==> src/rtl/divn_pkg.sv <==
package divn_pkg;

    localparam int JAM_W     = 16;
    localparam int DIGIT_W   = 4;
    localparam int NUM_DEC   = 3;
    localparam int FRONT_W   = 4;
    localparam int LAST_W    = 3;
    localparam int DEC_BASE  = FRONT_W;

    typedef enum logic [2:0] {
        M_DIV2, M_DIV4, M_DIV5, M_DIV8, M_DIV10, M_PRESET
    } div_mode_e;

    typedef struct packed {
        logic [FRONT_W-1:0] fs;
        logic [LAST_W-1:0]  ls;
        logic [FRONT_W-1:0] top;
    } front_split_t;

    function automatic div_mode_e decode_mode(input logic [2:0] k);
        div_mode_e m;
        if (!k[1] && !k[0]) m = M_PRESET;
        else begin
            case (k)
                3'b001, 3'b010: m = M_DIV2;
                3'b011:         m = M_DIV4;
                3'b101:         m = M_DIV5;
                3'b110:         m = M_DIV10;
                default:        m = M_DIV8;
            endcase
        end
        return m;
    endfunction

    function automatic front_split_t split_front(input div_mode_e m,
                                                 input logic [FRONT_W-1:0] raw);
        front_split_t s;
        case (m)
            M_DIV2:  s = '{fs: {3'b0, raw[0]},   ls: raw[3:1],         top: 4'd1};
            M_DIV4:  s = '{fs: {2'b0, raw[1:0]}, ls: {1'b0, raw[3:2]}, top: 4'd3};
            M_DIV8:  s = '{fs: {1'b0, raw[2:0]}, ls: {2'b0, raw[3]},   top: 4'd7};
            M_DIV5:  s = '{fs: {1'b0, raw[2:0]}, ls: 3'd0,             top: 4'd4};
            default: s = '{fs: raw,              ls: 3'd0,             top: 4'd9};
        endcase
        return s;
    endfunction

    function automatic logic [FRONT_W-1:0] merge_front(input div_mode_e m,
                                                       input logic [FRONT_W-1:0] raw,
                                                       input logic [FRONT_W-1:0] fs,
                                                       input logic [LAST_W-1:0] ls);
        logic [FRONT_W-1:0] r;
        case (m)
            M_DIV2:  r = {ls, fs[0]};
            M_DIV4:  r = {ls[1:0], fs[1:0]};
            M_DIV8:  r = {ls[0], fs[2:0]};
            M_DIV5:  r = {raw[3], fs[2:0]};
            default: r = fs;
        endcase
        return r;
    endfunction

endpackage

==> src/rtl/divn_front.sv <==
module divn_front
    import divn_pkg::*;
(
    input  logic               clk,
    input  logic               load,
    input  logic [FRONT_W-1:0] preset,
    input  div_mode_e          mode,
    input  logic               count_en,
    input  logic               last_dec,
    output logic               fs_zero,
    output logic               fs_one,
    output logic               ls_zero
);

    logic [FRONT_W-1:0] raw_q;
    front_split_t       sp;
    logic [FRONT_W-1:0] fs_next;
    logic [LAST_W-1:0]  ls_next;

    always_comb begin
        sp      = split_front(mode, raw_q);
        fs_zero = (sp.fs == '0);
        fs_one  = (sp.fs == FRONT_W'(1));
        ls_zero = (sp.ls == '0);
        fs_next = fs_zero ? sp.top : sp.fs - FRONT_W'(1);
        ls_next = last_dec ? sp.ls - LAST_W'(1) : sp.ls;
    end

    always_ff @(posedge clk) begin
        if (load)          raw_q <= preset;
        else if (count_en) raw_q <= merge_front(mode, raw_q, fs_next, ls_next);
    end


    last_no_underflow_chk: assert property (@(posedge clk) disable iff (load)
        last_dec |-> !ls_zero);

endmodule

==> src/rtl/divn_decade.sv <==
module divn_decade
    import divn_pkg::*;
(
    input  logic               clk,
    input  logic               rst,
    input  logic               load,
    input  logic [DIGIT_W-1:0] preset,
    input  logic               dec_in,
    output logic               is_zero
);

    localparam logic [DIGIT_W-1:0] WRAP_VAL = DIGIT_W'(9);

    logic [DIGIT_W-1:0] digit_q;

    assign is_zero = (digit_q == '0);

    always_ff @(posedge clk) begin
        if (load)        digit_q <= preset;
        else if (dec_in) digit_q <= is_zero ? WRAP_VAL : digit_q - DIGIT_W'(1);
    end


    stage_load_chk: assert property (@(posedge clk) disable iff (rst)
        load |=> digit_q == $past(preset));


    decade_wrap_chk: assert property (@(posedge clk) disable iff (rst)
        (!load && dec_in && is_zero) |=> digit_q == WRAP_VAL);

endmodule

==> src/rtl/divn_out.sv <==
module divn_out (
    input  logic clk,
    input  logic rst,
    input  logic term,
    input  logic latch_en,
    output logic out_q
);

    always_ff @(posedge clk) begin
        if (rst) out_q <= 1'b0;
        else     out_q <= term | (latch_en & out_q);
    end


    pulse_width_chk: assert property (@(posedge clk) disable iff (rst)
        (out_q && !latch_en) |=> !out_q);


    latch_hold_chk: assert property (@(posedge clk) disable iff (rst)
        (out_q && latch_en) |=> out_q);

endmodule

==> src/rtl/divn_counter.sv <==
module divn_counter
    import divn_pkg::*;
(
    input  logic             clk,
    input  logic             rst,
    input  logic [JAM_W-1:0] jam,
    input  logic [2:0]       mode_sel,
    input  logic             latch_en,
    output logic             pulse_out
);

    div_mode_e          mode;
    logic               preset_mode;
    logic               armed_q;
    logic               count_en;
    logic               load;
    logic               term;
    logic               fs_zero, fs_one, ls_zero;
    logic [NUM_DEC:0]   borrow;
    logic [NUM_DEC-1:0] dec_zero;

    assign mode        = decode_mode(mode_sel);
    assign preset_mode = (mode == M_PRESET);
    assign count_en    = armed_q & ~preset_mode;
    assign term        = count_en & fs_one & ls_zero & (&dec_zero);
    assign load        = rst | preset_mode | term;
    assign borrow[0]   = count_en & fs_zero;

    always_ff @(posedge clk) begin
        if (rst || preset_mode) armed_q <= 1'b0;
        else                    armed_q <= 1'b1;
    end

    divn_front front_i (
        .clk      (clk),
        .load     (load),
        .preset   (jam[FRONT_W-1:0]),
        .mode     (mode),
        .count_en (count_en),
        .last_dec (borrow[NUM_DEC]),
        .fs_zero  (fs_zero),
        .fs_one   (fs_one),
        .ls_zero  (ls_zero)
    );

    for (genvar g = 0; g < NUM_DEC; g++) begin : g_dec
        divn_decade dec_i (
            .clk     (clk),
            .rst     (rst),
            .load    (load),
            .preset  (jam[DEC_BASE + g*DIGIT_W +: DIGIT_W]),
            .dec_in  (borrow[g]),
            .is_zero (dec_zero[g])
        );
        assign borrow[g+1] = borrow[g] & dec_zero[g];
    end

    divn_out out_i (
        .clk      (clk),
        .rst      (rst),
        .term     (term),
        .latch_en (latch_en),
        .out_q    (pulse_out)
    );


    no_early_pulse_chk: assert property (@(posedge clk) disable iff (rst)
        preset_mode |=> !term);


    reset_quiet_chk: assert property (@(posedge clk)
        rst |=> !pulse_out);

endmodule

==> config.mk <==
export PLATFORM = sky130hd
export DESIGN_NAME = divn_counter
export DESIGN_NICKNAME = d
export VERILOG_FILES = /design/src/rtl/divn_pkg.sv /design/src/rtl/divn_front.sv /design/src/rtl/divn_decade.sv /design/src/rtl/divn_out.sv /design/src/rtl/divn_counter.sv
export SDC_FILE = /design/constraint.sdc
export NUM_CORES = 1
export LEC_CHECK = 0
export BUFFER_PORTS_ARGS = -buffer_cell sky130_fd_sc_hd__buf_2
export CAP_MARGIN = 20
export CELL_PAD_IN_SITES_DETAIL_PLACEMENT = 1
export CELL_PAD_IN_SITES_GLOBAL_PLACEMENT = 2
export CORE_AREA = 2 2 65 67
export DETAILED_ROUTE_END_ITERATION = 12
export DIE_AREA = 0 0 67 69
export PLACE_DENSITY = 0.92
export SLEW_MARGIN = 0
export SYNTH_ARGS = -nofsm -noshare
export SYNTH_HDL_FRONTEND = slang
export SYNTH_SLANG_ARGS = --single-unit
==> constraint.sdc <==
create_clock -name clk -period 8.8 [get_ports clk]
set_input_delay 1.76 -clock clk [delete_from_list [all_inputs] [get_ports clk]]
set_output_delay 1.76 -clock clk [all_outputs]
set_load 0.05 [all_outputs]
# Yosys cells after proc, flatten, opt, wreduce, memory -nomap -nowiden
# Index checks and enable logic that the tools add are counted.
# word_totals
reg_bits,18
output_inout_bits,1
elab_cells,71
# op_classes
add_sub_neg,5
eq_ne,11
mux,18
n_bitwise,13
n_reduce_logical,17
# op_table
cell,n
4-bit 2-to-1 mux,12
11-bit case mux with 4 select lines,1
4-bit logical NOT,4
4-bit case mux with 4 select lines,1
4-bit by 1-bit subtractor with 4-bit output (second input constant),4
3-bit by 2-bit equality test with 1-bit output (second input constant),4
3-bit case mux with 4 select lines,1
1-bit bitwise AND,9
3-bit equality test (second input constant),3
2-bit nonzero test,4
3-bit by 1-bit equality test with 1-bit output (second input constant),2
3-bit logical NOT,2
3-bit 2-to-1 mux,2
4-bit by 1-bit equality test with 1-bit output (second input constant),1
1-bit OR,3
3-bit AND reduction,1
3-bit by 1-bit subtractor with 3-bit output (second input constant),1
1-bit logical NOT,2
2-bit by 1-bit inequality test with 1-bit output (second input constant),1
2-bit AND reduction,1
2-bit OR reduction,1
1-bit logical AND,1
1-bit logical OR,1
1-bit 2-to-1 mux,1
1-bit NOT,1

# Logic depth before layout (Yosys ltp)
# Gate-level depths: netlist of run 1.
# depth
depth_word,15
ltp_mapped,14
depth_no_buf,11

# Cells and area by module
# Synthesis of run 1 repeated with hierarchy kept, for this count alone.
# hier_totals
hier_cells,153
area_unflattened_um2,1437.6
# modules_own_cells
mod,instances,cells_per_inst,area_per_inst_um2
divn_decade,3,21,226.5
divn_front,1,71,610.6
divn_counter,1,16,118.9
divn_out,1,3,28.8

# Worst setup path before layout of run 1
# OpenSTA, ideal clock, no wires.
# synth_timing
kind,in2reg
startpoint,input mode_sel[0]
endpoint,"register front_i.raw_q[3], data pin"
t_arrival_ns,3.839
t_required_ns,8.541
setup_slack_ns,4.702
cell_stages,13
path_buffers,2
cell_sequence,clkbuf_1 inv_1 nand2_1 a21oi_1 nand2b_1 ha_1 inv_1 o32ai_1 clkbuf_1 nand3_1 xnor2_1 a2bb2oi_1 o31ai_1
# synth_via
elab_chain_len,15
# synth_lines
item,line,source
"start, declared",divn_counter.sv:7,"input logic [2:0] mode_sel,"
3-bit by 1-bit equality test with 1-bit output / 3-bit by 2-bit equality test with 1-bit output (equally long branches),divn_pkg.sv:24,case (k)
2-bit OR reduction,divn_pkg.sv:24,
3-bit case mux with 4 select lines,divn_pkg.sv:24,
3-bit 2-to-1 mux (*),divn_pkg.sv:22,if (!k[1] && !k[0]) m = M_PRESET;
3-bit by 2-bit equality test with 1-bit output (tied with other cells),"divn_pkg.sv:38, divn_pkg.sv:53",
11-bit case mux with 4 select lines / 1-bit NOT (equally long branches),"divn_pkg.sv:38, divn_counter.sv:24",
4-bit logical NOT / 1-bit bitwise AND (equally long branches),"divn_front.sv:22, divn_counter.sv:24",
1-bit bitwise AND,divn_counter.sv:27,assign borrow[0] = count_en & fs_zero;
1-bit bitwise AND (3 in a row),divn_counter.sv:55,assign borrow[g+1] = borrow[g] & dec_zero[g];
3-bit 2-to-1 mux,divn_front.sv:26,ls_next = last_dec ? sp.ls - LAST_W'(1) : sp.ls;
4-bit case mux with 4 select lines,divn_pkg.sv:53,case (m)
4-bit 2-to-1 mux,divn_front.sv:31,"else if (count_en) raw_q <= merge_front(mode, raw_q, fs_next, ls_next);"
4-bit 2-to-1 mux (*),divn_front.sv:30,if (load) raw_q <= preset;
"end signal, assigned",divn_front.sv:30,
"end signal, assigned",divn_front.sv:31,
"end, declared",divn_front.sv:15,logic [FRONT_W-1:0] raw_q;
# Every way passes the cells marked *; elsewhere a longest branch is shown, timed or not. The select of a mux whose other input is x is not followed.
# A chain may end at the register's enable or synchronous reset.

# Worst setup path after layout of run 1
# layout_timing
startpoint,input mode_sel[0]
endpoint,"register front_i.raw_q[2], data pin"
# The elaborated chain is that of the path after synthesis.

==> results.yml, run 1 <==
synthesis:
  muxShareOfSynthArea_pct: 2.17
  syn_avg_cell_area_um2: 8.99
  synth_adder_area_share_pct: 4.52
  yosys.area_share.xor_xnor_pct: 1.90
  yosysWarnings: 0
  ys.flop_type: "edfxtp_1"
  synth_seq_cells: 18
  synth-simple-area-share_pct: 20.6
  ys_types: 41
  syn_nets: 181
  synth_top_family_by_area: "compound AO/OA/AOI/OAI gates"
  netlist_instances: 154
  synth-async-reset-ratio_pct: 0
  synth_area_um2: 1380
  synth_compound_area_share_pct: 27.2
  yosysSeqAreaShare_pct: 37.6
  synth-edff-count: 16
layout:
  area_delta_synth_final_pct: 12.5
  insertedDiodeCount: 0
  final_area_um2: 1560
  final_common_cell: "buf_2"
  nets: 200
  final_cell_mix: "buf_2, a21oi_1, nand2_1, edfxtp_1, nor2_1"
  drive_gt1_share_pct: 20.3
critical_path:
  crit_slowest_cell: "o32ai_1"
  worst-endpoint-arrival_ns: 4.46
  start_kind: "input port"
  r2r_setup_slack_ns: 5.78
  critPathMaxFanout: 16
  rr_endpoint: "g_dec[2].dec_i.digit_q[2]"
  critPathRequiredTime_ns: 8.80
  critical_path_class: "in -> reg"
  r2r_start: "front_i.raw_q[2]"
  ff2ff_path_depth: 10
  crit_family: "compound AO/OA/AOI/OAI gates"
  crit_start: "mode_sel[0]"
  cp.depth: 13
  path_buf_inv: 4
  endpoint: "front_i.raw_q[2]"
  crit_chain: "buf_2, inv_1, nand2_1, a21oi_1, nand2b_1, ha_1, inv_1, o32ai_1, buf_2, nand2_1, xor2_1, a221oi_1, o21ai_1"
  slowest_delay_ns: 0.44
  cp-end-kind: "register"
placement:
  dpl_cell_area_um2: 1500
  dp_hpwl_mm: 2.70
  gp_congestion: 0.851
  portBuffers: 22
sta:
  worst_slew_pin_slew_ns: 0.456
  hold_viol_final: 0
  slew_headroom_pct: 69.5
  max_freq_mhz: 224
  fin_tns_setup_ns: 0
  clock-skew-final_ns: 0.00537
  fin_crit_ns: 4.46
  setup_viol: 0
  fin_crit_sh_pct: 50.7
  rsz0062_at_grt: "false"
  drv_slew: 0
floorplan:
  rows: 23
  die_h_um: 69
  pin_count: 23
  die-width_um: 67
  design.die.area_um2: 4620
  core_area_um2: 3910
  start_util_pct: 35.4
clock_network:
  insertion_delay_ns: 0.26
  hold_buffers: 0
  cts_tree: "done"
  h-tree-depth: 1
  clockBufferDepth: 2
  cts-root-buf: "clkbuf_8"
  path_clk_slew_ns: 0.07
  cts_num_sinks: 18
  cts_resized: 0
  numCtsBuffers: 3
  cts_setup_buffers: 0
outcome:
  run_status: "finished clean"
routing:
  dr.first_iter.drc_count: 29
  dr.pass1.iters: 4
  vias: 1231
  avgViaCountPerCell: 5.55
  drtAntennaViolNets: 0
  routedWlPerCell_um: 15.3
  post-route-drc-count: 0
  routed_wl_mm: 3.40
global_routing:
  antenna_found_initial: 0
  grt_first_pass_wirelength_mm: 5.89
  grt-ovfl-total: 0
  grt_start_max_net_pins: 28
  grt_use_total_pct: 16.2
  grt_pass1_vias: 1279
power_and_ir_drop:
  design_power_total_uw: 250
  peakVddDrop_mv: 0.0829
  powerDensity_nw_per_um2: 161
  leakage_nw: 0.644
worst_hold_path:
  worst_hold_path_type: "reg -> reg"
  worstHoldPathCells: 2
job:
  maxCapViolCount: 0
## state kept, by name (all words and copies together) (netlist names)
signal	cells
out_i.out_q	1
armed_q	1
g_dec.dec_i.digit_q	12
front_i.raw_q	4
## cell usage after synthesis (all sizes together) (3+ instances only)
master | instances | area (um2)
a21oi | 16 | 80.1
or2 | 3 | 18.8
clkbuf | 6 | 22.5
nor2b | 3 | 18.8
o21ai | 16 | 80.1
nand2 | 16 | 60.1
mux2i | 3 | 30.0
nand2b | 5 | 31.3
ha | 5 | 62.6
o31ai | 3 | 22.5
nor2 | 11 | 41.3
nand3 | 4 | 20.0
buf | 4 | 45.0
or4 | 3 | 30.0
a211oi | 4 | 30.0
a21o | 6 | 45.0
edfxtp | 16 | 480
inv | 4 | 15.0
## worst reg2reg max path: stages, from the launching register on
cell and delay (ns):
edfxtp_1 0.52, mux2i_1 0.19, a211oi_1 0.09, a41oi_1 0.33
ha_1 0.21, nand2_1 0.05, a211oi_1 0.17, o211a_1 0.22
nand2b_1 0.30, buf_4 0.34, o21bai_1 0.27
## worst min path at each step
stage	start	endpoint	slack (ns)
final	out_i.out_q	out_i.out_q	0.50
after global routing	out_i.out_q	out_i.out_q	0.54
after CTS	out_i.out_q	out_i.out_q	0.50
after detailed placement	out_i.out_q	out_i.out_q	0.49
after global placement	out_i.out_q	out_i.out_q	0.47
after floorplan	armed_q	front_i.raw_q[3]	0.56
## report_power, final
part | leakage (nW) | internal, mW | total [mW] | switching [mW]
Sequential | 0.181 | 0.106 | 0.119 | 0.0131
Clock | 0.0288 | 0.0398 | 0.0675 | 0.0277
Combinational | 0.435 | 0.0282 | 0.0637 | 0.0355
Total | 0.644 | 0.174 | 0.250 | 0.0763
## per-layer routing
| metal | vias to the layer above | track usage, % | part of all wire, % |
|---|---|---|---|
| li1 | 608 | - | - |
| met1 | 590 | 20.9 | 44 |
| met2 | 27 | 26.5 | 51 |
| met3 | 6 | 2.45 | 3.2 |
| met4 | 0 | 6.58 | 1.5 |
| met5 | - | 0 | 0 |
## cell type report
type,count,area [um2]
Fill cell,497,2360
Multi-Input combinational cell,122,781
Sequential cell,18,520
Timing Repair Buffer,24,123
Tap cell,50,62.6
Clock buffer,4,55.1
Inverter,4,15.0
## through the flow
step	setup slack [ns]	std cells	utilization [%]	hold WS, ns
after floorplan	4.70	154	-	0.559
after global placement	3.85	217	38.2	0.465
after detailed placement	3.66	217	38.2	0.489
after CTS	3.92	221	39.6	0.502
after global routing	4.09	222	39.8	0.541
final	4.34	222	39.8	0.499
## kinds of logic after synthesis
family | count (synthesis)
AOI/OAI and AO/OA | 59
xor gates and xnor gates | 3
adders and majority gates | 5
buffers and inverters | 14
DFF | 18
muxes | 3
and+or+nand+nor | 52
(Power assumes the default switching activity.)
==> inputs of run 2 (changes only) <==
--- a/config.mk
+++ b/config.mk
@@ -5,14 +5,15 @@
 export SDC_FILE = /design/constraint.sdc
 export NUM_CORES = 1
 export LEC_CHECK = 0
+export ABC_AREA = 1
 export BUFFER_PORTS_ARGS = -buffer_cell sky130_fd_sc_hd__buf_2
 export CAP_MARGIN = 20
 export CELL_PAD_IN_SITES_DETAIL_PLACEMENT = 1
 export CELL_PAD_IN_SITES_GLOBAL_PLACEMENT = 2
-export CORE_AREA = 2 2 65 67
+export CORE_AREA = 2 2 71 73
 export DETAILED_ROUTE_END_ITERATION = 12
-export DIE_AREA = 0 0 67 69
-export PLACE_DENSITY = 0.92
+export DIE_AREA = 0 0 73 75
+export PLACE_DENSITY = 0.84
 export SLEW_MARGIN = 0
 export SYNTH_ARGS = -nofsm -noshare
 export SYNTH_HDL_FRONTEND = slang
==> constraint.sdc (replaced) <==
create_clock -name clk -period 4.05 [get_ports clk]
set_input_delay 0.81 -clock clk [delete_from_list [all_inputs] [get_ports clk]]
set_output_delay 0.81 -clock clk [all_outputs]
set_load 0.05 [all_outputs]
==> run 2 against run 1 <==
Sequential power grew 110%; via count shrank 4.3%; combinational power up 98%; synthesized cell count increased by 10%; critical path depth down 1; global-route usage decreased by 3.8 points; clock-buffer cell count stayed put.
==> results.yml, run 2 <==
clock_network:
  h-tree-depth: 1
  cts_setup_buffers: 0
  cts_tree: "done"
  clockBufferDepth: 2
  path_clk_slew_ns: 0.07
  hold_buffers: 0
  insertion_delay_ns: 0.25
  cts_resized: 0
  cts_num_sinks: 18
  cts-root-buf: "clkbuf_8"
  numCtsBuffers: 3
floorplan:
  core_area_um2: 4660
  pin_count: 23
  rows: 25
  design.die.area_um2: 5480
  start_util_pct: 28.6
  die_h_um: 75
  die-width_um: 73
global_routing:
  grt_use_total_pct: 12.4
  antenna_found_initial: 0
  grt_pass1_vias: 1109
  grt-ovfl-total: 0
  grt_start_max_net_pins: 23
  grt_first_pass_wirelength_mm: 5.25
routing:
  dr.pass1.iters: 4
  routedWlPerCell_um: 12.8
  avgViaCountPerCell: 4.77
  routed_wl_mm: 3.17
  post-route-drc-count: 0
  drtAntennaViolNets: 0
  dr.first_iter.drc_count: 34
  vias: 1178
placement:
  place_inst: 243
  dp_hpwl_mm: 2.64
  gp_congestion: 0.747
  portBuffers: 22
synthesis:
  synthTopCellsByArea: "edfxtp_1, nand2_1, nand3_1"
  ys.flop_type: "edfxtp_1"
  ys_types: 31
  synth_area_um2: 1330
  yosysWarnings: 0
  synth_most_common_cell: "nand2_1"
  yosysSeqAreaShare_pct: 39.0
  synth_top_area_cell: "edfxtp_1"
  synth-edff-count: 16
  synth_seq_cells: 18
  netlist_instances: 170
  synth_top_area_share_pct: 36.0
  synth-async-reset-ratio_pct: 0
  syn_avg_cell_area_um2: 7.85
  syn_nets: 197
  synth_commonest_cells: "nand2_1, edfxtp_1, nor2_1"
outcome:
  run_status: "finished clean"
layout:
  insertedDiodeCount: 0
  final_cell_mix: "nand2_1, buf_2, nor2_1, edfxtp_1"
  fill_cells: 578
  drive_gt1_share_pct: 23.8
  largest-register: "g_dec.dec_i.digit_q"
  final_common_cell: "nand2_1"
  stdcell_count: 247
  area_delta_synth_final_pct: 15.4
  top_regs: "g_dec.dec_i.digit_q: 12 flops, front_i.raw_q: 4 flops"
  seq_area_um2: 520
  multi_input_area_um2: 727
  largest_reg_flops: 12
  nets: 221
sta:
  rsz0062_at_grt: "false"
  drv_slew: 0
  max_freq_mhz: 330
  clock-skew-final_ns: 0.00229
  fin_crit_ns: 3.03
  worst_slew_pin_slew_ns: 0.616
  hold_viol_final: 0
  slew_headroom_pct: 58.5
  setup_viol: 0
  fin_crit_sh_pct: 74.7
  fin_tns_setup_ns: 0
power_and_ir_drop:
  power.switching_uw: 158
  p_int_uw: 362
  leakage_nw: 0.687
  clkPwrFrac_pct: 28.0
  powerDensity_nw_per_um2: 338
  peakVddDrop_mv: 0.181
  combinationalPowerShare_pct: 24.1
  seqPwrFrac_pct: 47.9
  p_sw_share_pct: 30.4
worst_hold_path:
  hold_start: "out_i.out_q"
  hold_end: "out_i.out_q"
  worstHoldPathCells: 2
  worst_hold_path_type: "reg -> reg"
critical_path:
  critPathMaxFanout: 22
  r2r_setup_slack_ns: 1.53
  slowest_delay_ns: 0.36
  ff2ff_path_depth: 8
  worst-endpoint-arrival_ns: 2.94
  critical_path_class: "in -> reg"
  crit_slowest_cell: "a21oi_1"
  critPathRequiredTime_ns: 3.97
  crit_chain: "buf_2, inv_1, nand3_1, nand2_1, a22oi_1, ha_1, nand3_1, nor3_2, nand3b_2, nand2_4, inv_4, a21oi_1"
  r2r_start: "front_i.raw_q[3]"
  crit_path_frequent_cell: "nand3_1"
  rr_endpoint: "g_dec[1].dec_i.digit_q[1]"
  start_kind: "input port"
  cp-end-kind: "register"
job:
  maxCapViolCount: 0
-- run 2: changes by cell type after synthesis, sizes merged, moves of 7 or more --
| cell | before | now |
|---|---|---|
| nand3 | 4 | 17 |
| nand2 | 16 | 48 |
| a31oi | 1 | 8 |
| a21oi | 16 | 5 |
| inv | 4 | 15 |
| nor2 | 11 | 23 |
-- run 2: cells by family (layout without fill, tap and decap cells) --
kind of cell / Yosys count / in the layout / synth area share [%]
simple gates: 97 / 97 / 36.3
compound gates: 31 / 31 / 12.9
flops: 18 / 18 / 39.0
buf+inv: 18 / 41 / 6.47
fa+ha+maj: 5 / 5 / 4.69
xor+xnor: 1 / 1 / 0.657
-- run 2: worst max-delay path by stage --
| stage | cells past startpoint | from | end |
|---|---|---|---|
| floorplan | 13 | mode_sel[2] | g_dec[1].dec_i.digit_q[0] |
| global placement | 12 | mode_sel[0] | g_dec[1].dec_i.digit_q[3] |
| detailed placement | 12 | mode_sel[0] | g_dec[1].dec_i.digit_q[2] |
| CTS | 12 | mode_sel[0] | g_dec[1].dec_i.digit_q[1] |
| global route | 12 | mode_sel[0] | g_dec[1].dec_i.digit_q[1] |
| finish | 12 | mode_sel[0] | g_dec[1].dec_i.digit_q[1] |
-- run 2: final cells by class --
| cell class | count | share of cell area, % |
|---|---|---|
| sequential | 18 | 33.8 |
| tap | 54 | 4.39 |
| clock buffer | 4 | 3.58 |
| inverter | 15 | 3.82 |
| timing repair buffer | 22 | 7.15 |
| multi-input combinational | 134 | 47.2 |
-- run 2: power by group through the flow --
stage | clock network, mW | registers (mW) | logic [mW]
final | 0.146 | 0.249 | 0.126
after floorplan | 0 | 0.246 | 0.0942
after global placement | 0 | 0.253 | 0.126
after CTS | 0.149 | 0.249 | 0.128
after detailed placement | 0 | 0.253 | 0.127
after global routing | 0.155 | 0.252 | 0.146
-- run 2: worst max-delay path, delay by kind of cell --
kind | cells | cell delay (ns)
simple gates | 6 | 0.85
compound gates | 2 | 0.66
buf+inv | 3 | 0.36
fa+ha+maj | 1 | 0.25
-- run 2: through the flow --
step	hold WS, ns	cell area [um2]	total power [mW]	utilization [%]	worst slack [ns]
6_report	0.464	1540	0.520	33.0	1.02
3_3_place_gp	0.460	1480	0.378	31.8	0.858
4_1_cts	0.466	1540	0.525	33.0	1.02
5_1_grt	0.519	1540	0.553	33.0	0.818
2_1_floorplan	0.578	1330	0.341	-	1.32
3_5_place_dp	0.452	1480	0.380	31.8	0.752
-- run 2: routing by layer --
layer | routed length (um) | global-route usage (%) | part of all wire (%)
met3 | 106 | 2.41 | 3.3
met5 | 0 | 0 | 0
met2 | 1470 | 20.6 | 46
met4 | 19 | 1.85 | 0.60
met1 | 1570 | 17.0 | 50
==> inputs of run 3 (changes only) <==
--- a/config.mk
+++ b/config.mk
@@ -10,10 +10,10 @@
 export CAP_MARGIN = 20
 export CELL_PAD_IN_SITES_DETAIL_PLACEMENT = 1
 export CELL_PAD_IN_SITES_GLOBAL_PLACEMENT = 2
-export CORE_AREA = 2 2 71 73
+export CORE_AREA = 2 2 68 70
 export DETAILED_ROUTE_END_ITERATION = 12
-export DIE_AREA = 0 0 73 75
-export PLACE_DENSITY = 0.84
+export DIE_AREA = 0 0 70 72
+export PLACE_DENSITY = 0.87
 export SLEW_MARGIN = 0
 export SYNTH_ARGS = -nofsm -noshare
 export SYNTH_HDL_FRONTEND = slang
==> constraint.sdc (replaced) <==
create_clock -name clk -period 3 [get_ports clk]
set_input_delay 0.6 -clock clk [delete_from_list [all_inputs] [get_ports clk]]
set_output_delay 0.6 -clock clk [all_outputs]
set_load 0.05 [all_outputs]
==> run 3 against run 2 <==
Routed wire length down 3.0%; worst setup slack lost 0.75 ns; die area shrank 7.9%; sequential cell count did not move; sequential share of layout area decreased by 0.055 points; clock power grew 17%; global-route usage rose by 0.92 points; final cell count stayed put; worst hold slack lost 0.0078 ns; non-clock buffer count increased by 2; clock-buffer cell count decreased by 1; first-iteration DRC count fell by 15%; largest power group unchanged.
==> results.yml, run 3 (same netlist as run 2, synthesis figures left out) <==
floorplan:
  start_util_pct: 31.3
  die-width_um: 70
  design.die.area_um2: 5040
  pin_count: 23
  die_h_um: 72
  core_area_um2: 4260
  rows: 24
routing:
  routed_wl_mm: 3.07
  vias: 1209
  drtAntennaViolNets: 0
  dr.first_iter.drc_count: 29
  routedWlPerCell_um: 12.4
  dr.pass1.iters: 4
  post-route-drc-count: 0
  avgViaCountPerCell: 4.89
sta:
  slew_headroom_pct: 65.0
  rsz0062_at_grt: "false"
  clock-skew-final_ns: 0.00483
  fin_crit_sh_pct: 90.9
  worst_slew_pin_slew_ns: 0.519
  drv_slew: 0
  fin_ws_ns: 0.273
  fin_crit_ns: 2.73
  whs_ns: 0.456
  hold_viol_final: 0
  setup_viol: 0
  max_freq_mhz: 367
clock_network:
  clockBufferDepth: 2
  h-tree-depth: 1
  numCtsBuffers: 3
  cts_setup_buffers: 0
  hold_buffers: 0
  cts_tree: "done"
  path_clk_slew_ns: 0.07
  insertion_delay_ns: 0.25
  cts-root-buf: "clkbuf_8"
  cts_resized: 0
  cts_num_sinks: 18
critical_path:
  path_buf_inv: 3
  crit_slowest_cell: "a21oi_1"
  slowest_delay_ns: 0.36
  crit_path_frequent_cell: "nand3_1"
  cp-end-kind: "register"
  critical_path_class: "in -> reg"
  worst-endpoint-arrival_ns: 2.64
  critPathMaxFanout: 13
  critPathRequiredTime_ns: 2.91
  crit_chain: "buf_2, inv_1, nand3_1, nand2_1, a22oi_1, ha_1, nand3_1, nor3_2, nand3b_2, nand2_4, inv_4, a21oi_1"
  start_kind: "input port"
  crit_family: "simple AND/OR/NAND/NOR gates"
layout:
  drive_gt1_share_pct: 24.1
  final_cell_mix: "nand2_1, buf_2, nor2_1, edfxtp_1"
  nets: 223
  largest_reg_flops: 12
  final_area_um2: 1540
  top_regs: "g_dec.dec_i.digit_q: 12 flops, front_i.raw_q: 4 flops"
  largest-register: "g_dec.dec_i.digit_q"
  final_common_cell: "nand2_1"
  insertedDiodeCount: 0
  area_delta_synth_final_pct: 15.6
global_routing:
  grt_start_max_net_pins: 14
  grt-ovfl-total: 0
  grt_use_met2_pct: 24.3
  grt_first_pass_wirelength_mm: 5.45
  grt_use_total_pct: 13.3
  met3_usage_pct: 2.78
  busiest_layer: "met2"
  grt_pass1_vias: 1254
  met1_usage_pct: 16.6
  antenna_found_initial: 0
outcome:
  run_status: "finished clean"
worst_hold_path:
  worst_hold_path_type: "reg -> reg"
placement:
  dpl_cell_area_um2: 1500
  portBuffers: 22
  post-place-ws_ns: -0.0279
  dp_hpwl_mm: 2.58
  gp_congestion: 0.848
power_and_ir_drop:
  powerDensity_nw_per_um2: 439
  peakVddDrop_mv: 0.334
  design_power_total_uw: 677
  leakage_nw: 0.691
job:
  maxCapViolCount: 0
==> run 3: per-layer routing <==
layer  up-vias  wire (um)
met2        14       1520
met4         0         12
met1       564       1450
met5         -          0
li1        629          -
met3         2         86
==> run 3: area by class of cell <==
class                   count  area [um2]
fillers                   544        2720
multi-input cells         134         727
flip-flops and latches     18         520
repair buffers             24         125
well taps                  52        65.1
inverters                  15        58.8
clock buffers               3        41.3
clock inverters             1        3.75
==> run 3: worst register-to-register path: stages, from the launching register on <==
cell and delay [ns]:
edfxtp_1 0.49, a22oi_1 0.32, ha_1 0.25, nand3_1 0.11, nor3_2 0.18, nand3b_2 0.14, nand2_4 0.14, inv_4 0.09
a21oi_1 0.36
==> run 3: path summary, 6_finish.rpt <==
| check | start | endpoint | slack, ns | cells past startpoint |
|---|---|---|---|---|
| worst max-delay path | mode_sel[0] | g_dec[1].dec_i.digit_q[1] | 0.27 | 12 |
| worst min-delay path | out_i.out_q | out_i.out_q | 0.46 | 2 |
| worst max register to register | front_i.raw_q[3] | g_dec[1].dec_i.digit_q[1] | 0.58 | 8 |
| worst min register to register | out_i.out_q | out_i.out_q | 0.46 | 2 |
==> run 3: power breakdown <==
part	leakage, nW	switching [mW]	total, mW	internal [mW]
logic	0.492	0.106	0.171	0.0654
registers	0.176	0.0266	0.335	0.309
clock network	0.0231	0.0797	0.171	0.0909
==> run 3: metrics by stage <==
stage / instances / utilization [%] / setup TNS (ns)
2_1_floorplan: 170 / - / 0
3_3_place_gp: 243 / 35.1 / -0.152
3_5_place_dp: 243 / 35.1 / -0.111
4_1_cts: 247 / 36.2 / 0
5_1_grt: 247 / 36.2 / 0
6_report: 247 / 36.2 / 0
